[config.mk]
export PLATFORM = sky130hd
export DESIGN_NAME = pvdev_regs
export DESIGN_NICKNAME = d
export VERILOG_FILES = /design/src/rtl/pvdev_pkg.sv /design/src/rtl/pvdev_decode.sv /design/src/rtl/pvdev_features.sv /design/src/rtl/pvdev_queues.sv /design/src/rtl/pvdev_isr.sv /design/src/rtl/pvdev_regs.sv
export SDC_FILE = /design/constraint.sdc
export NUM_CORES = 1
export LEC_CHECK = 0
export ABC_AREA = 1
export BUFFER_PORTS_ARGS = -buffer_cell sky130_fd_sc_hd__buf_2
export CORE_MARGIN = 2
export CORE_UTILIZATION = 50
export CTS_CLUSTER_SIZE = 28
export DETAILED_ROUTE_END_ITERATION = 7
export GPL_TIMING_DRIVEN = 0
export PLACE_DENSITY_LB_ADDON = 0.25
export SYNTH_ARGS = -nofsm -noshare
export SYNTH_HDL_FRONTEND = slang
export SYNTH_HIERARCHICAL = 1
export SYNTH_SLANG_ARGS = --single-unit
[constraint.sdc]
create_clock -name clk -period 6.1 [get_ports clk]
set_clock_uncertainty 0.15 [all_clocks]
set_input_delay 0 -clock clk [delete_from_list [all_inputs] [get_ports clk]]
set_output_delay 0 -clock clk [all_outputs]
set_load 0.1 [all_outputs]
[src/rtl/pvdev_pkg.sv]
// pvdev_pkg: shared constants and types of the paravirtual device register
// block. Offsets and forced feature bit positions are behaviour that the
// guest driver depends on, so they live here in one place.
package pvdev_pkg;

    localparam int OFS_HOSTF  = 0;
    localparam int OFS_GUESTF = 4;
    localparam int OFS_QPAGE  = 8;
    localparam int OFS_QSIZE  = 12;
    localparam int OFS_QSEL   = 14;
    localparam int OFS_NOTIFY = 16;
    localparam int OFS_STATUS = 18;
    localparam int OFS_ISR    = 19;
    localparam int OFS_CFG    = 20;

    localparam int FBIT_NOTIFY_EMPTY = 24;
    localparam int FBIT_INDIRECT     = 28;
    localparam int FBIT_BAD_NEG      = 30;

    localparam int PAGE_SHIFT = 12;

    // Register targeted by one bus access.
    typedef enum logic [3:0] {
        RS_HOSTF,
        RS_GUESTF,
        RS_QPAGE,
        RS_QSIZE,
        RS_QSEL,
        RS_NOTIFY,
        RS_STATUS,
        RS_ISR,
        RS_CFG,
        RS_NONE
    } reg_sel_e;

endpackage

[src/rtl/pvdev_decode.sv]
// pvdev_decode: maps a window offset to the register it addresses.
// Assumes a register is hit only at its first byte; every other offset below
// the configuration area is unmapped. Purely combinational.
module pvdev_decode
    import pvdev_pkg::*;
#(
    parameter int ADDR_W = 8
) (
    input  logic [ADDR_W-1:0] addr,
    output reg_sel_e          sel
);

    // Exact-offset match below the config area, range match above it.
    always_comb begin
        if (addr >= ADDR_W'(OFS_CFG)) begin
            sel = RS_CFG;
        end else begin
            case (addr)
                ADDR_W'(OFS_HOSTF):  sel = RS_HOSTF;
                ADDR_W'(OFS_GUESTF): sel = RS_GUESTF;
                ADDR_W'(OFS_QPAGE):  sel = RS_QPAGE;
                ADDR_W'(OFS_QSIZE):  sel = RS_QSIZE;
                ADDR_W'(OFS_QSEL):   sel = RS_QSEL;
                ADDR_W'(OFS_NOTIFY): sel = RS_NOTIFY;
                ADDR_W'(OFS_STATUS): sel = RS_STATUS;
                ADDR_W'(OFS_ISR):    sel = RS_ISR;
                default:             sel = RS_NONE;
            endcase
        end
    end

endmodule

[src/rtl/pvdev_features.sv]
// pvdev_features: offered and accepted feature words.
// The offered word is the device input with the transport bits forced on.
// The accepted word is written by the guest; a write flagging a failed
// negotiation stores the fallback set instead. A device reset clears it.
module pvdev_features
    import pvdev_pkg::*;
(
    input  logic        clk,
    input  logic        rst_n,
    input  logic        clr,
    input  logic        wr_en,
    input  logic [31:0] wdata,
    input  logic [31:0] dev_feat,
    input  logic [31:0] fallback,
    output logic [31:0] host_feat,
    output logic [31:0] guest_feat
);

    localparam logic [31:0] FORCED_BITS = (32'd1 << FBIT_NOTIFY_EMPTY)
                                        | (32'd1 << FBIT_INDIRECT)
                                        | (32'd1 << FBIT_BAD_NEG);

    logic [31:0] accepted_q;
    logic [31:0] accept_d;

    // Offered features: device bits plus the forced transport bits.
    assign host_feat = dev_feat | FORCED_BITS;

    // Value a guest write would store.
    assign accept_d = wdata[FBIT_BAD_NEG] ? fallback : wdata;

    // Accepted feature register with device-reset clear.
    always_ff @(posedge clk) begin
        if (!rst_n || clr) begin
            accepted_q <= '0;
        end else if (wr_en) begin
            accepted_q <= accept_d;
        end
    end

    assign guest_feat = accepted_q;

    assert_badneg_fallback_R2: assert property (@(posedge clk) disable iff (!rst_n)
        (wr_en && wdata[FBIT_BAD_NEG] && !clr) |=> (guest_feat == $past(fallback)));

    assert_plain_accept_R2: assert property (@(posedge clk) disable iff (!rst_n)
        (wr_en && !wdata[FBIT_BAD_NEG] && !clr) |=> (guest_feat == $past(wdata)));

endmodule

[src/rtl/pvdev_queues.sv]
// pvdev_queues: queue selector and per-queue ring page-number table.
// Assumes at most one bus access per cycle, so a selector write and a page
// write never coincide. Selector values at or above NQ are dropped.
// A device reset clears the selector and every page number in one cycle.
module pvdev_queues #(
    parameter int NQ     = 16,
    parameter int PAGE_W = 32
) (
    input  logic            clk,
    input  logic            rst_n,
    input  logic            clr,
    input  logic            sel_wr,
    input  logic [15:0]     sel_val,
    input  logic            page_wr,
    input  logic [PAGE_W-1:0] page_val,
    input  logic [16*NQ-1:0] qsize_flat,
    output logic [15:0]     sel_out,
    output logic [PAGE_W-1:0] sel_page,
    output logic [15:0]     sel_size
);

    localparam int QSEL_W = (NQ > 1) ? $clog2(NQ) : 1;

    logic [QSEL_W-1:0] sel_q;
    logic [PAGE_W-1:0] page_q [NQ];
    logic              sel_ok;

    // Selector write is legal only below the queue count.
    assign sel_ok = (32'(sel_val) < NQ);

    // Queue selector register.
    always_ff @(posedge clk) begin
        if (!rst_n || clr) begin
            sel_q <= '0;
        end else if (sel_wr && sel_ok) begin
            sel_q <= sel_val[QSEL_W-1:0];
        end
    end

    // One page-number register per queue, written only when selected.
    for (genvar qi = 0; qi < NQ; qi++) begin : g_page
        always_ff @(posedge clk) begin
            if (!rst_n || clr) begin
                page_q[qi] <= '0;
            end else if (page_wr && (sel_q == QSEL_W'(qi))) begin
                page_q[qi] <= page_val;
            end
        end
    end

    assign sel_out  = 16'(sel_q);
    assign sel_page = page_q[sel_q];
    assign sel_size = qsize_flat[16*sel_q +: 16];

    assert_sel_in_range_R4: assert property (@(posedge clk) disable iff (!rst_n)
        (32'(sel_q) < NQ));

    assert_sel_reject_R4: assert property (@(posedge clk) disable iff (!rst_n)
        (sel_wr && (32'(sel_val) >= NQ) && !clr) |=> $stable(sel_q));

    assert_page_store_R3: assert property (@(posedge clk) disable iff (!rst_n)
        (page_wr && !clr) |=> (sel_page == $past(page_val)));

    assert_clear_all_R7: assert property (@(posedge clk) disable iff (!rst_n)
        clr |=> (sel_q == '0 && sel_page == '0));

endmodule

[src/rtl/pvdev_isr.sv]
// pvdev_isr: interrupt status byte. Bit 0 records a used-buffer event.
// A read of the byte clears it at the end of that access, as does a device
// reset; an event in the same cycle wins over both. Upper bits stay zero.
module pvdev_isr (
    input  logic       clk,
    input  logic       rst_n,
    input  logic       clr,
    input  logic       rd_clear,
    input  logic       used_evt,
    output logic [7:0] isr
);

    logic [7:0] isr_q;

    // Event set has priority over read-acknowledge and device reset.
    always_ff @(posedge clk) begin
        if (!rst_n) begin
            isr_q <= '0;
        end else if (used_evt) begin
            isr_q <= isr_q | 8'h01;
        end else if (rd_clear || clr) begin
            isr_q <= '0;
        end
    end

    assign isr = isr_q;

    assert_evt_sets_R9: assert property (@(posedge clk) disable iff (!rst_n)
        used_evt |=> isr[0]);

    assert_read_clears_R8: assert property (@(posedge clk) disable iff (!rst_n)
        (rd_clear && !used_evt) |=> (isr == 8'h00));

    assert_no_spurious_R8: assert property (@(posedge clk) disable iff (!rst_n)
        (!used_evt) |=> !$rose(isr[0]));

endmodule

[src/rtl/pvdev_regs.sv]
// pvdev_regs: register block of a legacy paravirtual I/O device.
// Decodes one bus access per cycle, returns read data in the same cycle,
// forwards offsets from 20 up to an external configuration port, and drives
// the queue kick, the device reset pulse and the level interrupt.
// Assumes bus_wr and bus_rd are never high together.
module pvdev_regs
    import pvdev_pkg::*;
#(
    parameter int ADDR_W = 8,
    parameter int NQ     = 16,
    parameter int PAGE_W = 32,
    parameter int PA_W   = PAGE_W + PAGE_SHIFT
) (
    input  logic              clk,
    input  logic              rst_n,
    input  logic [ADDR_W-1:0] bus_addr,
    input  logic [2:0]        bus_size,
    input  logic [31:0]       bus_wdata,
    input  logic              bus_wr,
    input  logic              bus_rd,
    output logic [31:0]       bus_rdata,
    input  logic [31:0]       dev_feat,
    input  logic [31:0]       fallback_feat,
    input  logic [16*NQ-1:0]  qsize_in,
    input  logic              used_evt,
    output logic [31:0]       feat_out,
    output logic [7:0]        dev_status,
    output logic              dev_reset,
    output logic [PA_W-1:0]   sel_qaddr,
    output logic              kick,
    output logic [15:0]       kick_q,
    output logic              irq,
    output logic [ADDR_W-1:0] cfg_addr,
    output logic [2:0]        cfg_size,
    output logic [31:0]       cfg_wdata,
    output logic              cfg_wr,
    output logic              cfg_rd,
    input  logic [31:0]       cfg_rdata
);

    reg_sel_e          rsel;
    logic              wr_guest, wr_page, wr_sel, wr_notify, wr_status;
    logic              rd_isr, dev_clr;
    logic [31:0]       host_feat, guest_feat;
    logic [15:0]       sel_idx, sel_size;
    logic [PAGE_W-1:0] sel_page;
    logic [7:0]        isr;
    logic [7:0]        status_q;
    logic              kick_q_r;
    logic [15:0]       kick_idx_q;
    logic              dev_reset_q;

    pvdev_decode #(.ADDR_W(ADDR_W)) u_decode (
        .addr (bus_addr),
        .sel  (rsel)
    );

    // Per-register write and read-side-effect strobes.
    assign wr_guest  = bus_wr && (rsel == RS_GUESTF);
    assign wr_page   = bus_wr && (rsel == RS_QPAGE);
    assign wr_sel    = bus_wr && (rsel == RS_QSEL);
    assign wr_notify = bus_wr && (rsel == RS_NOTIFY);
    assign wr_status = bus_wr && (rsel == RS_STATUS);
    assign rd_isr    = bus_rd && (rsel == RS_ISR);
    assign dev_clr   = wr_status && (bus_wdata[7:0] == 8'h00);

    pvdev_features u_feat (
        .clk        (clk),
        .rst_n      (rst_n),
        .clr        (dev_clr),
        .wr_en      (wr_guest),
        .wdata      (bus_wdata),
        .dev_feat   (dev_feat),
        .fallback   (fallback_feat),
        .host_feat  (host_feat),
        .guest_feat (guest_feat)
    );

    pvdev_queues #(.NQ(NQ), .PAGE_W(PAGE_W)) u_queues (
        .clk        (clk),
        .rst_n      (rst_n),
        .clr        (dev_clr),
        .sel_wr     (wr_sel),
        .sel_val    (bus_wdata[15:0]),
        .page_wr    (wr_page),
        .page_val   (bus_wdata[PAGE_W-1:0]),
        .qsize_flat (qsize_in),
        .sel_out    (sel_idx),
        .sel_page   (sel_page),
        .sel_size   (sel_size)
    );

    pvdev_isr u_isr (
        .clk      (clk),
        .rst_n    (rst_n),
        .clr      (dev_clr),
        .rd_clear (rd_isr),
        .used_evt (used_evt),
        .isr      (isr)
    );

    // Device status byte.
    always_ff @(posedge clk) begin
        if (!rst_n) begin
            status_q <= '0;
        end else if (wr_status) begin
            status_q <= bus_wdata[7:0];
        end
    end

    // One-cycle kick pulse and its queue index.
    always_ff @(posedge clk) begin
        if (!rst_n) begin
            kick_q_r   <= 1'b0;
            kick_idx_q <= '0;
        end else begin
            kick_q_r <= wr_notify;
            if (wr_notify) begin
                kick_idx_q <= bus_wdata[15:0];
            end
        end
    end

    // One-cycle pulse telling the device core it was reset.
    always_ff @(posedge clk) begin
        if (!rst_n) begin
            dev_reset_q <= 1'b0;
        end else begin
            dev_reset_q <= dev_clr;
        end
    end

    // Read data multiplexer; unmapped offsets read as all ones.
    always_comb begin
        case (rsel)
            RS_HOSTF:  bus_rdata = host_feat;
            RS_GUESTF: bus_rdata = guest_feat;
            RS_QPAGE:  bus_rdata = 32'(sel_page);
            RS_QSIZE:  bus_rdata = 32'(sel_size);
            RS_QSEL:   bus_rdata = 32'(sel_idx);
            RS_STATUS: bus_rdata = 32'(status_q);
            RS_ISR:    bus_rdata = 32'(isr);
            RS_CFG:    bus_rdata = cfg_rdata;
            default:   bus_rdata = 32'hFFFF_FFFF;
        endcase
    end

    // Pass-through to the device-specific configuration area.
    assign cfg_addr  = bus_addr - ADDR_W'(OFS_CFG);
    assign cfg_size  = bus_size;
    assign cfg_wdata = bus_wdata;
    assign cfg_wr    = bus_wr && (rsel == RS_CFG);
    assign cfg_rd    = bus_rd && (rsel == RS_CFG);

    assign feat_out   = guest_feat;
    assign dev_status = status_q;
    assign dev_reset  = dev_reset_q;
    assign sel_qaddr  = {sel_page, {PAGE_SHIFT{1'b0}}};
    assign kick       = kick_q_r;
    assign kick_q     = kick_idx_q;
    assign irq        = isr[0];

    assert_kick_from_write_R6: assert property (@(posedge clk) disable iff (!rst_n)
        kick |-> ($past(bus_wr) && ($past(bus_addr) == ADDR_W'(OFS_NOTIFY))));

    assert_kick_index_R6: assert property (@(posedge clk) disable iff (!rst_n)
        (bus_wr && bus_addr == ADDR_W'(OFS_NOTIFY)) |=> (kick && kick_q == $past(bus_wdata[15:0])));

    assert_reset_state_R7: assert property (@(posedge clk) disable iff (!rst_n)
        dev_reset |-> (dev_status == 8'h00 && feat_out == 32'h0));

    assert_cfg_quiet_R10: assert property (@(posedge clk) disable iff (!rst_n)
        (bus_addr < ADDR_W'(OFS_CFG)) |-> (!cfg_wr && !cfg_rd));

endmodule

* Yosys cells after proc, flatten, opt, wreduce, memory -nomap -nowiden
Memory sizes are Yosys's and may differ from the RTL's. A register that Yosys moved wholly into a read port is not among the register bits.
Index checks and enable logic that the tools add are counted.
Widths: inputs -> output; s select.
** Word-level totals
- Logic and storage cells :: 160
- Output and inout port bits :: 180
- Memories kept :: 2
- RAM bits :: 512
- Input bits :: 400
- Bits in registers :: 63
- ROM bits :: 128
** Memories
- u_queues.page_q :: words 16, bits a word 32, rd ports 1, clocked after Yosys merged registers in 1, write ports 16, line pvdev_queues.sv:25 : logic [PAGE_W-1:0] page_q [NQ];
- (no name shown) :: words 32, bits a word 4, rd ports 1, clocked after Yosys merged registers in 0, write ports 0, line pvdev_decode.sv:18 : case (addr)
** Cells by class
- $lt $le $gt $ge :: 2
- Bitwise operators :: 16
- Eq/ne operators :: 23
- $add $sub $neg :: 1
- Shifts and indexed selects :: 1
- Muxes and demuxes :: 74
- Reduce and logical (&&, ||, !) cells :: 34
** Operator list (number)
- $mux 32 :: 17
- $pmux 32 s8 :: 1
- $shiftx 256x9->16 :: 1
- $mux 1 :: 52
- $eq 4x4->1 const B :: 9
- $eq 4x3->1 const B :: 8
- $logic_and 1x1->1 :: 26
- $eq 4x2->1 const B :: 4
- $lt 16x5->1 const B :: 1
- $mux 4 :: 4
- $or 1x1->1 :: 16
- $eq 4x1->1 const B :: 2
- $ge 8x5->1 const B :: 1
- $logic_not 4->1 :: 2
- $logic_not 8->1 :: 1
- $sub 8x5->8 const B :: 1
- $logic_not 3->1 :: 1
- $logic_or 1x1->1 :: 2
- $reduce_bool 2->1 :: 1
- $logic_not 1->1 :: 1

* Longest topological paths before layout
Gate-level depths: netlist of run 1.
- Word-level depth :: 10
- Depth in mapped cells :: 17
- Mapped depth without buffers :: 16

* Cells and area by module
Netlist of run 1, hierarchy kept.
** By module, submodules not included
- pvdev_queues :: seq. area each 15534.9 um^2, area an instance 27631.5 um^2, cells each 3570, instances 1
- pvdev_regs :: seq. area each 520.5 um^2, area an instance 3100.5 um^2, cells each 584, instances 1
- pvdev_features :: seq. area each 640.6 um^2, area an instance 1930.6 um^2, cells each 306, instances 1
- pvdev_decode :: seq. area each 0.0 um^2, area an instance 135.1 um^2, cells each 29, instances 1
- pvdev_isr :: seq. area each 20.0 um^2, area an instance 110.1 um^2, cells each 15, instances 1

* Worst setup path after synthesis of run 1
OpenSTA, ideal clock, no wires.
- Kind :: input to register
- Start :: in bus_addr[0]
- End :: mem u_queues.page_q[10][0] (enable)
- Path slack :: 1.644 ns
- Setup time :: 0.466 ns
- Data required time :: 5.484 ns
- Arrival time :: 3.840 ns
- Cell stages on the path :: 9
- Buffers on the path :: 0
- Path through :: nor2_1 a21oi_1 nor3_1 nand2_1 nor3_1 inv_1 nor3_2 inv_1 o21ai_0
** RTL lines
- from (decl) :: line pvdev_regs.sv:16 : input logic [ADDR_W-1:0] bus_addr,
- to (decl) :: line pvdev_queues.sv:25

==> impl_metrics.csv, run 1 <==
group,metric,value,unit
power_and_ir_drop,p_total,9500,uW
placement,gp_congestion,1.03,
run_status,violations,"DRC",
setup_path,start_kind,"flip-flop",
min_path,hold_class,"in -> reg",
die,boundaryPins,580,
setup_path,reg2reg_from,"u_queues/sel_q[3]$_SDFFE_PP0P_",
cells_and_area,area_growth,23.7,%
cts,tritoncts,"built",
min_path,worst_hold_startpoint,"bus_addr[6]",
power_and_ir_drop,powerDensity,233,mW/mm^2
die,die_height,261,um
route,antenna_left,0,
yosys,netlist_instances,4504,
die,coreArea,0.0655,mm^2
die,start_util,0.502,
placement,place_hpwl,110000,um
route,drcViolationCount,1,
placement,io_buffers,532,
route,drt_iter0_drc,4421,
cts,cts.sinks,579,
sta,max_freq,0.217,GHz
yosys,ys_warn_count,6,
sta,period_minus_slack,4620,ps
cts,cts_setup_buffers,0,
sta,hold_viol_final,0,
placement,dp.cells,5944,
route,totalWireLength,146000,um
cts,htree_levels,2,
cells_and_area,fillCellCount,5842,
setup_path,crit_fanout,10,
cells_and_area,final_cell_mix,"nand2_1 (1685), nor2_1 (709), buf_2 (597), nand3_1 (533), inv_1 (516)",
run_status,status,"finished with violations",
global_route,grt_overflow,0,
die,dieArea,0.0679,mm^2
min_path,holdPathEnd,"dev_status[0]$_SDFFE_PN0P_",
route,firstDrtPassIters,8,
cts,cts-buffers-inserted,59,
die,row_count,94,
power_and_ir_drop,ir_drop,0.228,mV
global_route,gr-usage-all-layers,0.419,
yosys,yosysUniqueCellTypes,32,
route,vias,34200,
min_path,hold_depth,9,
yosys,synth.cell_area,0.0329,mm^2
setup_path,critPathKind,"reg -> out",
flow_run,cap_viol_max_count,0,
setup_path,r2r_end,"u_queues/page_q[12][11]$_SDFFCE_PN0P_",
cells_and_area,layout_commonest_cell,"nand2_1",
sta,worst_hold_slack,160,ps
setup_path,rr_worst_depth,6,
cells_and_area,nets,5696,
sta,rsz0062_at_grt,"false",
sta,worst_slew_pin_slew,1270,ps
sta,post-route-period-util,0.757,
setup_path,crit_arrival,4470,ps
power_and_ir_drop,power.leakage,0.0201,uW
cts,root_buffer,"clkbuf_16",
cells_and_area,fin_cells,6216,
cts,cts_max_path_buffers,3,
global_route,grt_max_degree,33,
yosys,avgSynthCellArea,7.31,um^2
yosys,ys_ff_latch,579,
setup_path,cp.required,5950,ps
cts,path_clk_slew,60,ps
global_route,grt_pass1_vias,32500,
global_route,antenna_found_initial,10,
cts,insertion_delay,640,ps
route,viasPerCell,5.50,
setup_path,reg2reg_setup_slack,2770,ps
cts,post_cts_resized,0,
cells_and_area,utilization,0.622,
route,post_drt_wl_per_cell,23.4,um
yosys,yosysSeqAreaShare,0.508,
sta,slew_viol_final,0,
cells_and_area,drive_gt1_frac,0.162,
sta,relSlewSlack,0.152,
global_route,grt_pass1_wl,205000,um
setup_path,crit_path_end_kind,"primary output",
sta,setup_viol,0,
die,dieWidth,261,um
cts,cts_hold_repair.buffers,154,
## power breakdown
part / internal (uW) / switching, uW / leakage (uW)
clock network: 2080 / 1620 / 0.000943
registers: 4410 / 32.1 / 0.00583
logic: 350 / 1000 / 0.0133
total: 6840 / 2660 / 0.0201
## metrics by stage
stage	setup WS [ps]	cell area, um^2	TNS [ps]
6_report	1480	40700	0
3_3_place_gp	-1750	36800	-435210
4_1_cts	1660	40700	0
5_1_grt	1520	40700	0
2_1_floorplan	1640	33000	0
3_5_place_dp	1510	37200	0
## metal layers
layer / vias to the layer above / part of all wire / track usage
met4: 4 / 0.12 / 0.403
met2: 2560 / 0.45 / 0.668
li1: 15400 / - / -
met3: 790 / 0.11 / 0.0853
met5: - / 0.00019 / 0.00855
met1: 15500 / 0.32 / 0.466
## registers in the layout (all words and copies together) (netlist names), named ones only
name,cells
dev_reset,1
dev_status,8
kick,1
kick_q,16
u_feat/guest_feat,32
u_isr/isr,1
u_queues/page_q,512
u_queues/sel_q,4
## synthesized netlist by cell type
cell,number,area share
buf_8,3,0.0014
xnor2_1,2,0.00053
a21oi_2,2,0.00053
nor2_2,9,0.0017
nor2_1,709,0.081
nand3_1,533,0.081
inv_1,516,0.059
nor3_1,4,0.00061
a21oi_1,4,0.00061
buf_1,29,0.0033
or2_2,1,0.00019
inv_4,1,0.00019
edfxtp_1,512,0.47
buf_6,8,0.0027
nand2_1,1689,0.19
nor2_8,1,0.00061
xor2_1,2,0.00053
clkbuf_1,171,0.020
dfxtp_1,67,0.041
nor2_4,3,0.0010
nor3_2,4,0.0012
nand2_2,3,0.00057
nand4_1,1,0.00019
o21ai_1,9,0.0014
ha_1,1,0.00038
buf_2,65,0.0099
clkbuf_2,1,0.00015
conb_1,4,0.00046
buf_4,106,0.024
inv_2,11,0.0013
nand3_2,3,0.00091
o21ai_0,30,0.0046
## critical path, stage by stage, from the launching register on
cell and delay, ps:
dfxtp_1 430, clkbuf_1 640, clkbuf_1 1000, nand3_1 180
nand3_1 200, nand3_1 100, nand2_1 370, nand3_1 130
nand2_1 100, nor2_1 60, nand3_1 130, buf_2 460
## logic make-up (layout without fill, tap and decap cells)
| kind of cell | after synthesis | count (layout) | synth area share |
|---|---|---|---|
| AO/OA/AOI/OAI | 45 | 45 | 0.00707 |
| XOR/XNOR | 4 | 4 | 0.00106 |
| adder cells (fa/ha/maj) | 1 | 1 | 0.000380 |
| buffers and inverters | 911 | 1721 | 0.121 |
| flip-flops | 579 | 579 | 0.508 |
| other | 4 | 42 | 0.000456 |
| AND/OR/NAND/NOR | 2960 | 2960 | 0.362 |
## cell type report
class	instances	area, um^2	share of cell area
tap	864	1080	0.0265
multi-input combinational	3044	12500	0.306
sequential	579	16700	0.411
timing repair buffer	700	4510	0.111
buffer	383	2010	0.0494
clock buffer	69	1510	0.0372
antenna	8	20.0	0.000492
clock inverter	41	424	0.0104
inverter	528	1980	0.0487
## worst max-delay path by stage
stage | start | end | depth (start not counted)
after floorplan | bus_addr[0] | u_queues/page_q[10][0]$_SDFFCE_PN0P_ | 9
after global placement | bus_addr[0] | u_queues/page_q[6][30]$_SDFFCE_PN0P_ | 10
after detailed placement | bus_addr[0] | u_queues/page_q[8][28]$_SDFFCE_PN0P_ | 14
after CTS | flip-flop | bus_rdata[0] | 11
after global routing | flip-flop | bus_rdata[0] | 11
final | flip-flop | bus_rdata[0] | 11
Note: power is estimated with default switching activity, not from simulation.
==> inputs of run 2 (changes only) <==
==> constraint.sdc (replaced) <==
create_clock -name clk -period 4.45 [get_ports clk]
set_clock_uncertainty 0.15 [all_clocks]
set_input_delay 0 -clock clk [delete_from_list [all_inputs] [get_ports clk]]
set_output_delay 0 -clock clk [all_outputs]
set_load 0.1 [all_outputs]
==> impl_metrics.csv, run 2 (synthesized netlist as in run 1, its figures left out) <==
group,metric,value,unit
min_path,hold_depth,9,
sta,worst_slew_pin_slew,1220,ps
global_route,grt_pass1_vias,32500,
route,firstDrtPassIters,7,
cts,path_clk_slew,60,ps
setup_path,reg2reg_from,"u_queues/sel_q[3]$_SDFFE_PP0P_",
die,dieArea,0.0679,mm^2
min_path,worst_hold_startpoint,"bus_addr[6]",
setup_path,critPathKind,"reg -> out",
cts,cts_max_path_buffers,3,
placement,gp_congestion,1.03,
setup_path,start_kind,"flip-flop",
die,row_count,94,
global_route,grt_overflow,0,
global_route,grt_max_degree,33,
min_path,hold_class,"in -> reg",
route,post_drt_wl_per_cell,23.5,um
die,dieWidth,261,um
setup_path,crit_arrival,4440,ps
placement,io_buffers,532,
global_route,gr-usage-all-layers,0.419,
route,antenna_left,0,
sta,rsz0062_at_grt,"false",
cells_and_area,layout_commonest_cell,"nand2_1",
flow_run,cap_viol_max_count,0,
setup_path,cp.required,4300,ps
route,vias,34400,
setup_path,crit_fanout,10,
cts,insertion_delay,640,ps
placement,dp_slack,-136,ps
sta,setup_viol,3,
die,coreArea,0.0655,mm^2
route,totalWireLength,146000,um
die,boundaryPins,580,
cts,tritoncts,"built",
power_and_ir_drop,powerDensity,320,mW/mm^2
cells_and_area,nets,5696,
sta,slew_viol_final,0,
cells_and_area,largest-register,"u_queues/page_q",
setup_path,crit_path_end_kind,"primary output",
sta,max_freq,0.218,GHz
power_and_ir_drop,ir_drop,0.311,mV
sta,worst_hold_slack,165,ps
cts,root_buffer,"clkbuf_16",
die,start_util,0.502,
route,viasPerCell,5.53,
cells_and_area,area_growth,23.7,%
sta,relSlewSlack,0.186,
setup_path,rr_worst_depth,6,
sta,worst_slack,-135,ps
route,drcViolationCount,0,
sta,post-route-period-util,1.03,
cts,cts.sinks,579,
cts,cts-buffers-inserted,59,
cells_and_area,largest_reg_flops,512,
route,drt_iter0_drc,4699,
die,die_height,261,um
sta,fin_setup_tns,-271,ps
run_status,violations,"setup timing",
cells_and_area,fillCellCount,5843,
global_route,grt_pass1_wl,205000,um
run_status,status,"finished with violations",
cts,cts_setup_buffers,0,
placement,place_hpwl,110000,um
setup_path,r2r_end,"u_queues/page_q[12][11]$_SDFFCE_PN0P_",
cells_and_area,final_cell_mix,"nand2_1 (1685), nor2_1 (709), buf_2 (597), nand3_1 (533), inv_1 (516)",
sta,hold_viol_final,0,
setup_path,reg2reg_setup_slack,1100,ps
sta,period_minus_slack,4590,ps
power_and_ir_drop,power.leakage,0.0201,uW
min_path,holdPathEnd,"dev_status[0]$_SDFFE_PN0P_",
cells_and_area,drive_gt1_frac,0.162,
global_route,antenna_found_initial,9,
cts,htree_levels,2,
-- run 2: final cells by class --
class	count	area, um^2	share of cell area
diodes	8	20.0	0.000492
multi-input cells	3044	12500	0.306
repair buffers	700	4510	0.111
clock buffers	69	1510	0.0372
well taps	864	1080	0.0265
flip-flops and latches	579	16700	0.411
clock inverters	41	424	0.0104
plain buffers	383	2010	0.0494
inverters	528	1980	0.0487
-- run 2: critical path: stages, from the launching register on --
cell	delay [ps]
dfxtp_1	340
clkbuf_1	860
clkbuf_1	970
nand3_1	290
nand3_1	140
nand2_1	310
nand3_1	200
nand2_1	70
nor2_1	120
nand3_1	150
buf_2	330
-- run 2: timing repair --
item | in CTS | in global routing
setup endpoints to repair | 0 | 4
hold buffers | 154 | 0
resized for setup | 0 | 3
hold endpoints to repair | 259 | 0
-- run 2: where the power goes --
part           internal (uW)  leakage [uW]  switching (uW)  total, uW
Clock                   2850      0.000943            2220       5070
Combinational            479        0.0133            1380       1860
Sequential              6050       0.00583            43.9       6090
Total                   9380        0.0201            3640      13000
-- run 2: worst max path at each step --
| stage | endpoint | slack [ps] | cells past startpoint |
|---|---|---|---|
| 2_1_floorplan | u_queues/page_q[10][0]$_SDFFCE_PN0P_ | -6 | 9 |
| 3_3_place_gp | u_queues/page_q[6][30]$_SDFFCE_PN0P_ | -3400 | 10 |
| 3_5_place_dp | u_queues/page_q[8][28]$_SDFFCE_PN0P_ | -140 | 14 |
| 4_1_cts | bus_rdata[0] | 5 | 11 |
| 5_1_grt | bus_rdata[0] | 10 | 10 |
| 6_report | bus_rdata[0] | -140 | 10 |
-- run 2: through the flow --
stage / util / total power, uW / cells / instance area (um^2)
after floorplan: - / 7330 / 4534 / 33000
after global placement: 0.561 / 7910 / 5930 / 36800
after detailed placement: 0.568 / 7940 / 5944 / 37200
after CTS: 0.621 / 13000 / 6208 / 40700
after global routing: 0.622 / 13300 / 6214 / 40700
final: 0.622 / 13000 / 6216 / 40700
-- run 2: routing by layer --
| metal | vias up | GRT usage | routed length [um] |
|---|---|---|---|
| met5 | - | 0.00855 | 15 |
| met4 | 2 | 0.403 | 16600 |
| met1 | 15600 | 0.466 | 47300 |
| met3 | 751 | 0.0853 | 15500 |
| met2 | 2576 | 0.668 | 66300 |
| li1 | 15400 | - | - |
